$ cat config.mk
export PLATFORM = sky130hd
export DESIGN_NAME = mbox_bank
export DESIGN_NICKNAME = d
export VERILOG_FILES = /design/src/rtl/mbox_pkg.sv /design/src/rtl/mbox_cell.sv /design/src/rtl/mbox_rdport.sv /design/src/rtl/mbox_bank.sv
export SDC_FILE = /design/constraint.sdc
export NUM_CORES = 1
export LEC_CHECK = 0
export BUFFER_PORTS_ARGS = -buffer_cell sky130_fd_sc_hd__buf_2
export CAP_MARGIN = 30
export CELL_PAD_IN_SITES_DETAIL_PLACEMENT = 1
export CELL_PAD_IN_SITES_GLOBAL_PLACEMENT = 1
export CORE_MARGIN = 8
export CORE_UTILIZATION = 44
export DETAILED_ROUTE_END_ITERATION = 6
export GPL_TIMING_DRIVEN = 1
export PLACE_DENSITY_LB_ADDON = 0.3
export SYNTH_ARGS = -nofsm -noshare
export SYNTH_HDL_FRONTEND = slang
export SYNTH_HIERARCHICAL = 1
export SYNTH_SLANG_ARGS = --single-unit
$ cat constraint.sdc
create_clock -name clk -period 0.9 [get_ports clk]
set_clock_uncertainty 0.1 [all_clocks]
set_input_delay 0 -clock clk [delete_from_list [all_inputs] [get_ports clk]]
set_output_delay 0 -clock clk [all_outputs]
set_load 0.005 [all_outputs]
$ cat src/rtl/mbox_pkg.sv
package mbox_pkg;
   // Clear-group number that governs a given port.
   function automatic int grp_of(input int port, input int grp_size);
      return port / grp_size;
   endfunction

   function automatic bit is_pow2(input int n);
      return (n > 0) && ((n & (n - 1)) == 0);
   endfunction
endpackage

$ cat src/rtl/mbox_cell.sv
module mbox_cell #(
   parameter int DATA_W  = 8,
   parameter bit HAS_CLR = 1'b1
) (
   input  logic              clk,
   input  logic              rst_n,
   input  logic              wr_en,
   input  logic [DATA_W-1:0] wdata,
   input  logic              clr,
   output logic [DATA_W-1:0] q
);
   // A write takes priority over a clear that arrives in the same cycle.
   always_ff @(posedge clk or negedge rst_n) begin
      if (!rst_n)
         q <= '0;
      else if (wr_en)
         q <= wdata;
      else if (HAS_CLR && clr)
         q <= '0;
   end
endmodule

$ cat src/rtl/mbox_rdport.sv
module mbox_rdport #(
   parameter int NUM_PORTS = 4,
   parameter int DATA_W    = 8,
   localparam int IDX_W    = (NUM_PORTS > 1) ? $clog2(NUM_PORTS) : 1
) (
   input  logic                             clk,
   input  logic                             rst_n,
   input  logic                             rd,
   input  logic [IDX_W-1:0]                 idx,
   input  logic [NUM_PORTS-1:0][DATA_W-1:0] vals,
   output logic [DATA_W-1:0]                rdata
);
   logic [DATA_W-1:0] sel;

   always_comb begin
      sel = '0;
      for (int i = 0; i < NUM_PORTS; i++)
         if (idx == IDX_W'(i)) sel = vals[i];
   end

   // The output register loads only when a read is sampled; otherwise it holds.
   always_ff @(posedge clk or negedge rst_n) begin
      if (!rst_n)
         rdata <= '0;
      else if (rd)
         rdata <= sel;
   end
endmodule

$ cat src/rtl/mbox_bank.sv
module mbox_bank
   import mbox_pkg::*;
#(
   parameter int NUM_PORTS = 4,
   parameter int DATA_W    = 8,
   parameter int CLR_GROUP = 2,
   localparam int IDX_W    = (NUM_PORTS > 1) ? $clog2(NUM_PORTS) : 1,
   localparam int NUM_CLR  = NUM_PORTS / CLR_GROUP
) (
   input  logic               clk,
   input  logic               rst_n,
   input  logic [IDX_W-1:0]   host_idx,
   input  logic               host_wr,
   input  logic               host_rd,
   input  logic [DATA_W-1:0]  host_wdata,
   output logic [DATA_W-1:0]  host_rdata,
   input  logic [IDX_W-1:0]   loc_idx,
   input  logic               loc_wr,
   input  logic               loc_rd,
   input  logic [DATA_W-1:0]  loc_wdata,
   output logic [DATA_W-1:0]  loc_rdata,
   input  logic [NUM_CLR-1:0] loc_clr
);
   // Elaboration-time checks on the configuration.
   if (!is_pow2(NUM_PORTS) || NUM_PORTS < 2) begin : g_bad_ports
      $error("mbox_bank: NUM_PORTS must be a power of two, at least 2");
   end
   if (CLR_GROUP < 1 || (NUM_PORTS % CLR_GROUP) != 0) begin : g_bad_group
      $error("mbox_bank: CLR_GROUP must divide NUM_PORTS");
   end
   if (DATA_W < 1) begin : g_bad_width
      $error("mbox_bank: DATA_W must be positive");
   end

   logic [NUM_PORTS-1:0][DATA_W-1:0] h2l_q;  // host writes, local reads
   logic [NUM_PORTS-1:0][DATA_W-1:0] l2h_q;  // local writes, host reads

   for (genvar p = 0; p < NUM_PORTS; p++) begin : g_port
      localparam int GRP = grp_of(p, CLR_GROUP);

      logic h_we, l_we;
      assign h_we = host_wr && (host_idx == IDX_W'(p));
      assign l_we = loc_wr  && (loc_idx  == IDX_W'(p));

      mbox_cell #(.DATA_W(DATA_W), .HAS_CLR(1'b1)) u_in (
         .clk   (clk),
         .rst_n (rst_n),
         .wr_en (h_we),
         .wdata (host_wdata),
         .clr   (loc_clr[GRP]),
         .q     (h2l_q[p])
      );

      mbox_cell #(.DATA_W(DATA_W), .HAS_CLR(1'b0)) u_out (
         .clk   (clk),
         .rst_n (rst_n),
         .wr_en (l_we),
         .wdata (loc_wdata),
         .clr   (1'b0),
         .q     (l2h_q[p])
      );
   end

   mbox_rdport #(.NUM_PORTS(NUM_PORTS), .DATA_W(DATA_W)) u_loc_rd (
      .clk   (clk),
      .rst_n (rst_n),
      .rd    (loc_rd),
      .idx   (loc_idx),
      .vals  (h2l_q),
      .rdata (loc_rdata)
   );

   mbox_rdport #(.NUM_PORTS(NUM_PORTS), .DATA_W(DATA_W)) u_host_rd (
      .clk   (clk),
      .rst_n (rst_n),
      .rd    (host_rd),
      .idx   (host_idx),
      .vals  (l2h_q),
      .rdata (host_rdata)
   );
endmodule

==> impl.org, run 1 <==
** Critical path
- Critical path data arrival time :: 1.11 ns
- For the worst setup path, the data required time is 1.01 ns.
- In this design, the stage delay of the slowest critical-path cell is 0.40 ns.
- Nature of the critical path endpoint :: flip-flop
- Kind of cell adding the most delay to the critical path :: flip-flops
- The number of buffers and inverters on the critical path is 0.
- The slowest stage of the critical path belongs to the cell dfrtp_1.
- Nature of the critical path startpoint :: flip-flop
- In this run the worst path has a maximum fanout of 2.
- Traced cell by cell, the critical path runs through mux2i_1, o221ai_1.
- Setup slack on the worst reg-to-reg path comes out at -0.10 ns.
- The worst setup path is of the flip-flop to flip-flop kind.

** STA
- Number of failing setup endpoints in the final timing report :: 34
- Number of failing hold endpoints at the final stage :: 15
- The number of pins exceeding their max-slew limit in the final report is 0.
- Final hold slack :: -0.0299 ns
- Ratio of final minimum period to clock period :: 1.12
- Headroom to the max-slew limit came out at 0.704.
- The worst path in the final design needs a cycle of 1.00 ns, including I/O delays and setup.
- Highest clock rate :: 995 MHz
- For the pin with the worst max-slew slack, the measured transition is 0.444 ns.
- RSZ-0062 raised after global routing :: yes
- In the post-route analysis, the smallest setup slack over all paths is -0.105 ns.

** Placement
- Port buffering added 43 buffers.
- At the end of routability-driven placement, the weighted congestion stood at 0.724.
- Post-placement cell area :: 4170 um^2
- Detailed placement finished with a half-perimeter wire length of 6.07 mm.
- Dpl cells :: 402

** Finish
- After routing the design area is 4710 um^2.
- Across the whole layout, storage elements account for 2000 um^2.
- For this run, the number of standard cells in the final layout without fillers is 446.
- N_diodes :: 0
- The layout has 797 filler cells.
- The net count of the finished layout is 364.
- Of the cells placed in the final design, the portion with a size suffix greater than 1 is 0.428.
- P&R area growth vs syn :: 28.7%
- In the final layout, the multi-input gates occupy 1530 um^2.
- End-of-flow core utilization :: 0.579

** Routing
- In the routed design, unresolved DRC markers number 0.
- Post-detailed-routing wire length :: 8.90 mm
- Average wire per cell in the routed design :: 20.0 um
- The detailed router finished its first iteration with 64 violations.
- Remaining number of nets flagged by the antenna check after routing :: 0
- Vias per std cell :: 5.43
- The first detailed-routing pass took 4 iterations.
- Vias post-DR :: 2420

** Floorplanning
- The floorplan has 33 rows.
- The die is 107 um tall.
- Measured along the x axis, the die boundary spans 107 um.
- After floorplanning, the core was sized to cover 8130 um^2.
- For this design the top-level I/O count stands at 44.
- The die covers 11500 um^2.
- For this configuration, the core starts out at a cell density of 0.450.

** Logic synthesis
- The Yosys step of the flow raised 6 warnings.
- Area of the mapped netlist :: 3660 um^2
- The number of nets handed over by synthesis was 266.
- After technology mapping, the gate count stands at 238.
- Per-instance average area after synthesis :: 15.4 um^2

** GRT
- The total overflow left after global routing is 0.
- The initial antenna violation count is 0.
- Global-route wire length before repair :: 15.1 mm
- Entering global routing, the biggest net connects 25 pins.
- The number of global-route vias before repair is 2712.
- For this run, the total global-route usage over all layers was measured as 0.168.

** Outcome
- The checks that failed: negative hold slack, negative setup slack.
- Result of the run :: complete, but fails checks

** Min path
- Tightest Hold Check Type :: input port to async pin

** CTS
- Clock input transition at the sequential cells of the worst setup and hold paths :: 0.09 ns
- CTS built an H-tree with a depth of 3.
- CTS tree :: yes
- Sinks on the clock net :: 80
- Max clock buf depth :: 2
- Clock insertion delay at the later pin of the skew report :: 0.35 ns
- Root buffer cell :: clkbuf_8
- Quantity of hold-fixing buffers added after cts :: 17
- Number of buffers inserted during clock tree synthesis :: 9

** Flow run
- Max-Cap Viols :: 0

** Power and ir drop
- Pwr Total :: 0.00879 W
- Leakage :: 2.30 nW
- Maximum vdd drop :: 0.00104 V
- Dividing total power by cell area gives a power density of 1870 nW/um^2.
[final cells by class]
cell class | instances | area share
clock buffers | 11 | 0.0322
well taps | 105 | 0.0279
flip-flops and latches | 80 | 0.425
clock inverters | 5 | 0.0136
multi-input cells | 144 | 0.326
repair buffers | 101 | 0.175
[metrics by stage]
step	setup WS [ns]	setup TNS, ns
floorplan	0.0356	0
global route	-0.133	-2.96
CTS	-0.106	-1.76
global placement	-0.198	-11.52
detailed placement	-0.260	-12.75
finish	-0.105	-1.56
[placed cells by master, fill, tap and decap left out, drive strengths merged]
master and n:
buf 84, dfrtp 80, a22o 32, mux2 32, mux2i 32, nand2b 18
dlygate4sd3 17, o221ai 16, clkbuf 11, and3b 4, nor2 4, and3 2
nor3b 2, clkinv 2, nand2 2, inv 1, clkinvlp 1, bufinv 1
[final timing paths]
check                                                    to                            start  cells after the start
setup / recovery              u_loc_rd/rdata[2]$_DFFE_PN0P_  g_port[3].u_in/q[2]$_DFFE_PN0P_                      2
hold / removal             g_port[0].u_out/q[1]$_DFFE_PN0P_                            rst_n                      2
setup reg to reg              u_loc_rd/rdata[2]$_DFFE_PN0P_  g_port[3].u_in/q[2]$_DFFE_PN0P_                      2
min in group clk             u_host_rd/rdata[1]$_DFFE_PN0P_                          host_rd                      4
max in group asynchronous     u_loc_rd/rdata[3]$_DFFE_PN0P_                            rst_n                      3
hold reg to reg             g_port[1].u_in/q[5]$_DFFE_PN0P_  g_port[1].u_in/q[5]$_DFFE_PN0P_                      1
[metal layers]
| metal | track usage | up-vias | part of all wire |
|---|---|---|---|
| met4 | 0.0583 | 0 | 0.011 |
| li1 | - | 1099 | - |
| met1 | 0.233 | 1272 | 0.49 |
| met3 | 0.0366 | 7 | 0.037 |
| met2 | 0.252 | 42 | 0.46 |
| met5 | 0 | - | 0 |
[timing repair]
| item | 4_1_cts | 5_1_grt |
|---|---|---|
| pin swaps | 10 | 1 |
| gates resized for setup | 3 | 11 |
| endpoints found under the setup margin | 31 | 45 |
| setup buffers | 11 | 0 |
| hold endpoints to repair | 144 | 9 |
[report_power, final]
part           total (W)  switching (W)  leakage (nW)  internal [W]
sequential       0.00431       0.000270          1.02       0.00404
clock            0.00283        0.00138         0.106       0.00145
combinational    0.00165       0.000663          1.17      0.000986
[registers in the layout (all words and copies together), names as in the netlist]
register	flops
g_port.u_out/q	32
g_port.u_in/q	32
u_loc_rd/rdata	8
u_host_rd/rdata	8
(Power assumes the default switching activity.)
==> run 2, diff against run 1 <==
- BUFFER_PORTS_ARGS: -buffer_cell sky130_fd_sc_hd__buf_2 -> not set
- CORE_ASPECT_RATIO: not set -> 0.5
- CORE_UTILIZATION: 44 -> 47
- DONT_BUFFER_PORTS: not set -> 1
==> run 2 against run 1 <==
  * The run still ends with negative hold slack, negative setup slack left
  * Non-clock buffer count down 41
  * Via count down 4.0%
  * Worst setup slack worse by 0.093 ns
  * Hold slack worse by 0.71 ns
  * Global-route usage up 0.42 points
  * Total power up 5.6%
  * Clock-buffer cell count up 4
  * Sequential share of layout area up 0.99 points
  * Largest power group unchanged
==> impl.org, run 2 (synthesis results as in run 1) <==
** CTS
- Clock input transition at the sequential cells of the worst setup and hold paths :: 0.05 ns (was 0.09 ns)
- Number of buffers inserted during clock tree synthesis :: 9 (unchanged)
- The number of clock sinks was 80 (unchanged).
- The number of hold-repair buffers added at the cts stage is 20 (was 17).
- The number of H-tree levels is 3 (unchanged).
- The clock tree from TritonCTS is yes (unchanged).
- Root buffer cell :: clkbuf_16 (was clkbuf_8)
- The deepest clock path buffer count is 2 (unchanged).
- The latest clock arrival within the worst-skew pair is 0.34 ns (was 0.35 ns).

** Placement
- The global placer's final weighted congestion was 0.725 (was 0.724).
- Final HPWL from detailed placement :: 5.49 mm (was 6.07 mm)
- Post-placement cell area :: 3890 um^2 (was 4170 um^2)
- The cell count after placement came to 344 (was 402).
- The number of input and output port buffers inserted came to 0 (was 43).

** Routing
- Vias post-DR :: 2324 (was 2420)
- The remaining antenna violation count is 0 (unchanged).
- The first-pass iteration count of the detailed router is 4 (unchanged).
- The number of DRC markers in iteration 0 is 111 (was 64).
- Post-detailed-routing wire length :: 9.46 mm (was 8.90 mm)
- Vias per std cell :: 5.88 (was 5.43)
- Average wire per cell in the routed design :: 24.0 um (was 20.0 um)
- The remaining routing DRC violations came to 0 (unchanged).

** Finish
- N_diodes :: 0 (unchanged)
- The area of all placed cells without fillers is 4600 um^2 (was 4710 um^2).
- Top flop regs :: g_port.u_in/q (32), g_port.u_out/q (32) (unchanged)
- The count of placed standard cells in the final layout, fillers left out came to 395 (was 446).
- Most frequent cells in the layout :: dfrtp_1, a22o_1, mux2_4 (was dfrtp_1, buf_2, a22o_1, mux2_4, mux2i_1)
- The leading cell type in the layout, fill and taps excluded is dfrtp_1 (unchanged).
- The net total in the final layout is 323 (was 364).
- Share of final-layout standard cells stronger than drive strength 1 :: 0.328 (was 0.428)
- P&R area growth vs syn :: 25.8% (was 28.7%)
- Fill cell total of the finished layout :: 701 (was 797)

** Outcome
- Violated checks: negative hold slack, negative setup slack (unchanged).
- Result of the run :: complete, but fails checks (unchanged)

** GRT
- Pin count of the biggest net entering global routing :: 81 (was 25)
- The initial antenna violation count is 0 (unchanged).
- Via count of the first global-routing pass :: 2578 (was 2712)
- Grt ovf :: 0 (unchanged)
- Combined global-route utilization of all metal layers :: 0.172 (was 0.168)
- Global-route wire length before repair :: 14.6 mm (was 15.1 mm)

** Min path
- Tightest Hold Check Type :: input port to async pin (unchanged)

** Power and ir drop
- The power density of the placed cells is 2020 nW/um^2 (was 1870 nW/um^2).
- Share of total power consumed by net switching :: 0.238 (was 0.263)
- The sequential group share of total power is 0.471 (was 0.490).
- Clock network fraction of total power :: 0.360 (was 0.322)
- The internal power of the cells came to 0.00707 W (was 0.00648 W).
- The leakage power was 2.18 nW (was 2.30 nW).
- Share of power burned in combinational logic :: 0.169 (was 0.188)
- The worst IR drop on VDD came to 0.000987 V (was 0.00104 V).
- The net switching power figure is 0.00221 W (was 0.00231 W).

** STA
- RSZ-0062 raised after global routing: yes (unchanged).
- The setup TNS after final layout was -1.81 ns (was -1.56 ns).
- The final number of setup-violating endpoints is 35 (was 34).
- Shortest period the worst path allows :: 1.10 ns (was 1.00 ns)
- The final clock period utilization by the worst path is 1.22 (was 1.12).
- Final hold slack :: -0.744 ns (was -0.0299 ns)
- The number of hold violations in the final report is 104 (was 15).
- The transition at the pin with the smallest max-transition slack was 0.507 ns (was 0.444 ns).
- The fmax is 911 MHz (was 995 MHz).
- The final worst slack is -0.197 ns (was -0.105 ns).
- The relative slew slack is 0.662 (was 0.704).
- Fin. max-slew vios :: 0 (unchanged)

** Critical path
- The arrival time at the worst endpoint came to 1.18 ns (was 1.11 ns).
- The delay of the slowest cell on the worst path was 0.39 ns (was 0.40 ns).
- The highest net fanout along the worst path was 2 (unchanged).
- Cell type of the slowest stage on the worst timing path :: dfrtp_1 (unchanged)
- The number of buffers and inverters on the critical path is 0 (unchanged).
- Nature of the critical path startpoint :: flip-flop (unchanged)
- The cell family with the largest share of critical-path delay is flip-flops (unchanged).
- Required @ worst endpoint :: 0.98 ns (was 1.01 ns)
- Nature of the critical path endpoint :: flip-flop (unchanged)
- Critical-path cell list: mux2i_1, o221ai_1 (unchanged).
- The path type of the worst setup path is flip-flop to flip-flop (unchanged).

** Floorplanning
- Total core area :: 7430 um^2 (was 8130 um^2)
- Horizontal die dimension :: 141 um (was 107 um)
- The number of core rows was 22 (was 33).
- Die Y-Extent :: 78.4 um (was 107 um)
- Top-level port count :: 44 (unchanged)
- The effective utilization at floorplan was 0.492 (was 0.450).
- The die area came to 11000 um^2 (was 11500 um^2).

** Flow run
- The number of max-cap violations was 0 (unchanged).
## run 2: cell count changes in the layout (fill, tap and decap cells not counted), moves of 4 or more
cell	previous run	this run
buf_4	26	13
clkbuf_16	0	9
buf_2	42	0
buf_6	8	20
clkbuf_8	11	2
clkbuf_1	0	4
## run 2: worst paths after layout
kind                                             startpoint                         endpoint  slack [ns]  cells past startpoint
max                        g_port[3].u_out/q[7]$_DFFE_PN0P_   u_host_rd/rdata[7]$_DFFE_PN0P_       -0.20                      2
min                                                   rst_n  g_port[2].u_in/q[4]$_DFFE_PN0P_       -0.74                      0
max reg2reg                g_port[3].u_out/q[7]$_DFFE_PN0P_   u_host_rd/rdata[7]$_DFFE_PN0P_       -0.20                      2
min reg2reg                 g_port[2].u_in/q[4]$_DFFE_PN0P_  g_port[2].u_in/q[4]$_DFFE_PN0P_        0.39                      1
max in group asynchronous                             rst_n   u_host_rd/rdata[3]$_DFFE_PN0P_        1.31                      0
min in group clk                                 loc_idx[0]    u_loc_rd/rdata[6]$_DFFE_PN0P_       -0.20                      2
## run 2: power by group through the flow
| stage | registers (W) | logic [W] | clock network [W] |
|---|---|---|---|
| final | 0.00437 | 0.00156 | 0.00334 |
| after global routing | 0.00442 | 0.00167 | 0.00357 |
| after CTS | 0.00435 | 0.00147 | 0.00340 |
| after detailed placement | 0.00439 | 0.00120 | 0 |
| after global placement | 0.00435 | 0.00115 | 0 |
| after floorplan | 0.00430 | 0.000907 | 0 |
## run 2: area by class of cell
| cell class | count | area, um^2 | share of cell area |
|---|---|---|---|
| Clock buffer | 15 | 268 | 0.0582 |
| Sequential cell | 80 | 2000 | 0.435 |
| Multi-Input combinational cell | 144 | 1540 | 0.335 |
| Tap cell | 96 | 120 | 0.0261 |
| Timing Repair Buffer | 60 | 671 | 0.146 |
## run 2: timing repair
| action | 4_1_cts | 5_1_grt |
|---|---|---|
| buffers inserted | 7 | 9 |
| pin swaps | 7 | 5 |
| cloned | 0 | 0 |
| resized for setup | 17 | 13 |
| hold endpoints to repair | 160 | 104 |
| endpoints found under the setup margin | 30 | 66 |
## run 2: per-stage QoR
stage               power [W]  setup WS (ns)  utilization
floorplan             0.00521         0.0356            -
global placement      0.00550        -0.0420        0.523
detailed placement    0.00559        -0.0644        0.523
CTS                   0.00922        -0.0934        0.602
global route          0.00966         -0.194        0.619
finish                0.00928         -0.197        0.619
## run 2: worst reg2reg max path, cell delays in order, from the launching register on
cell and delay [ns]:
dfrtp_1 0.39, mux2i_1 0.28, o221ai_1 0.18
## run 2: per-layer routing
metal / vias up / track usage / share of wire
li1: 1015 / - / -
met1: 1240 / 0.206 / 0.44
met2: 57 / 0.291 / 0.51
met3: 12 / 0.0591 / 0.037
met4: 0 / 0.0511 / 0.015
met5: - / 0 / 0
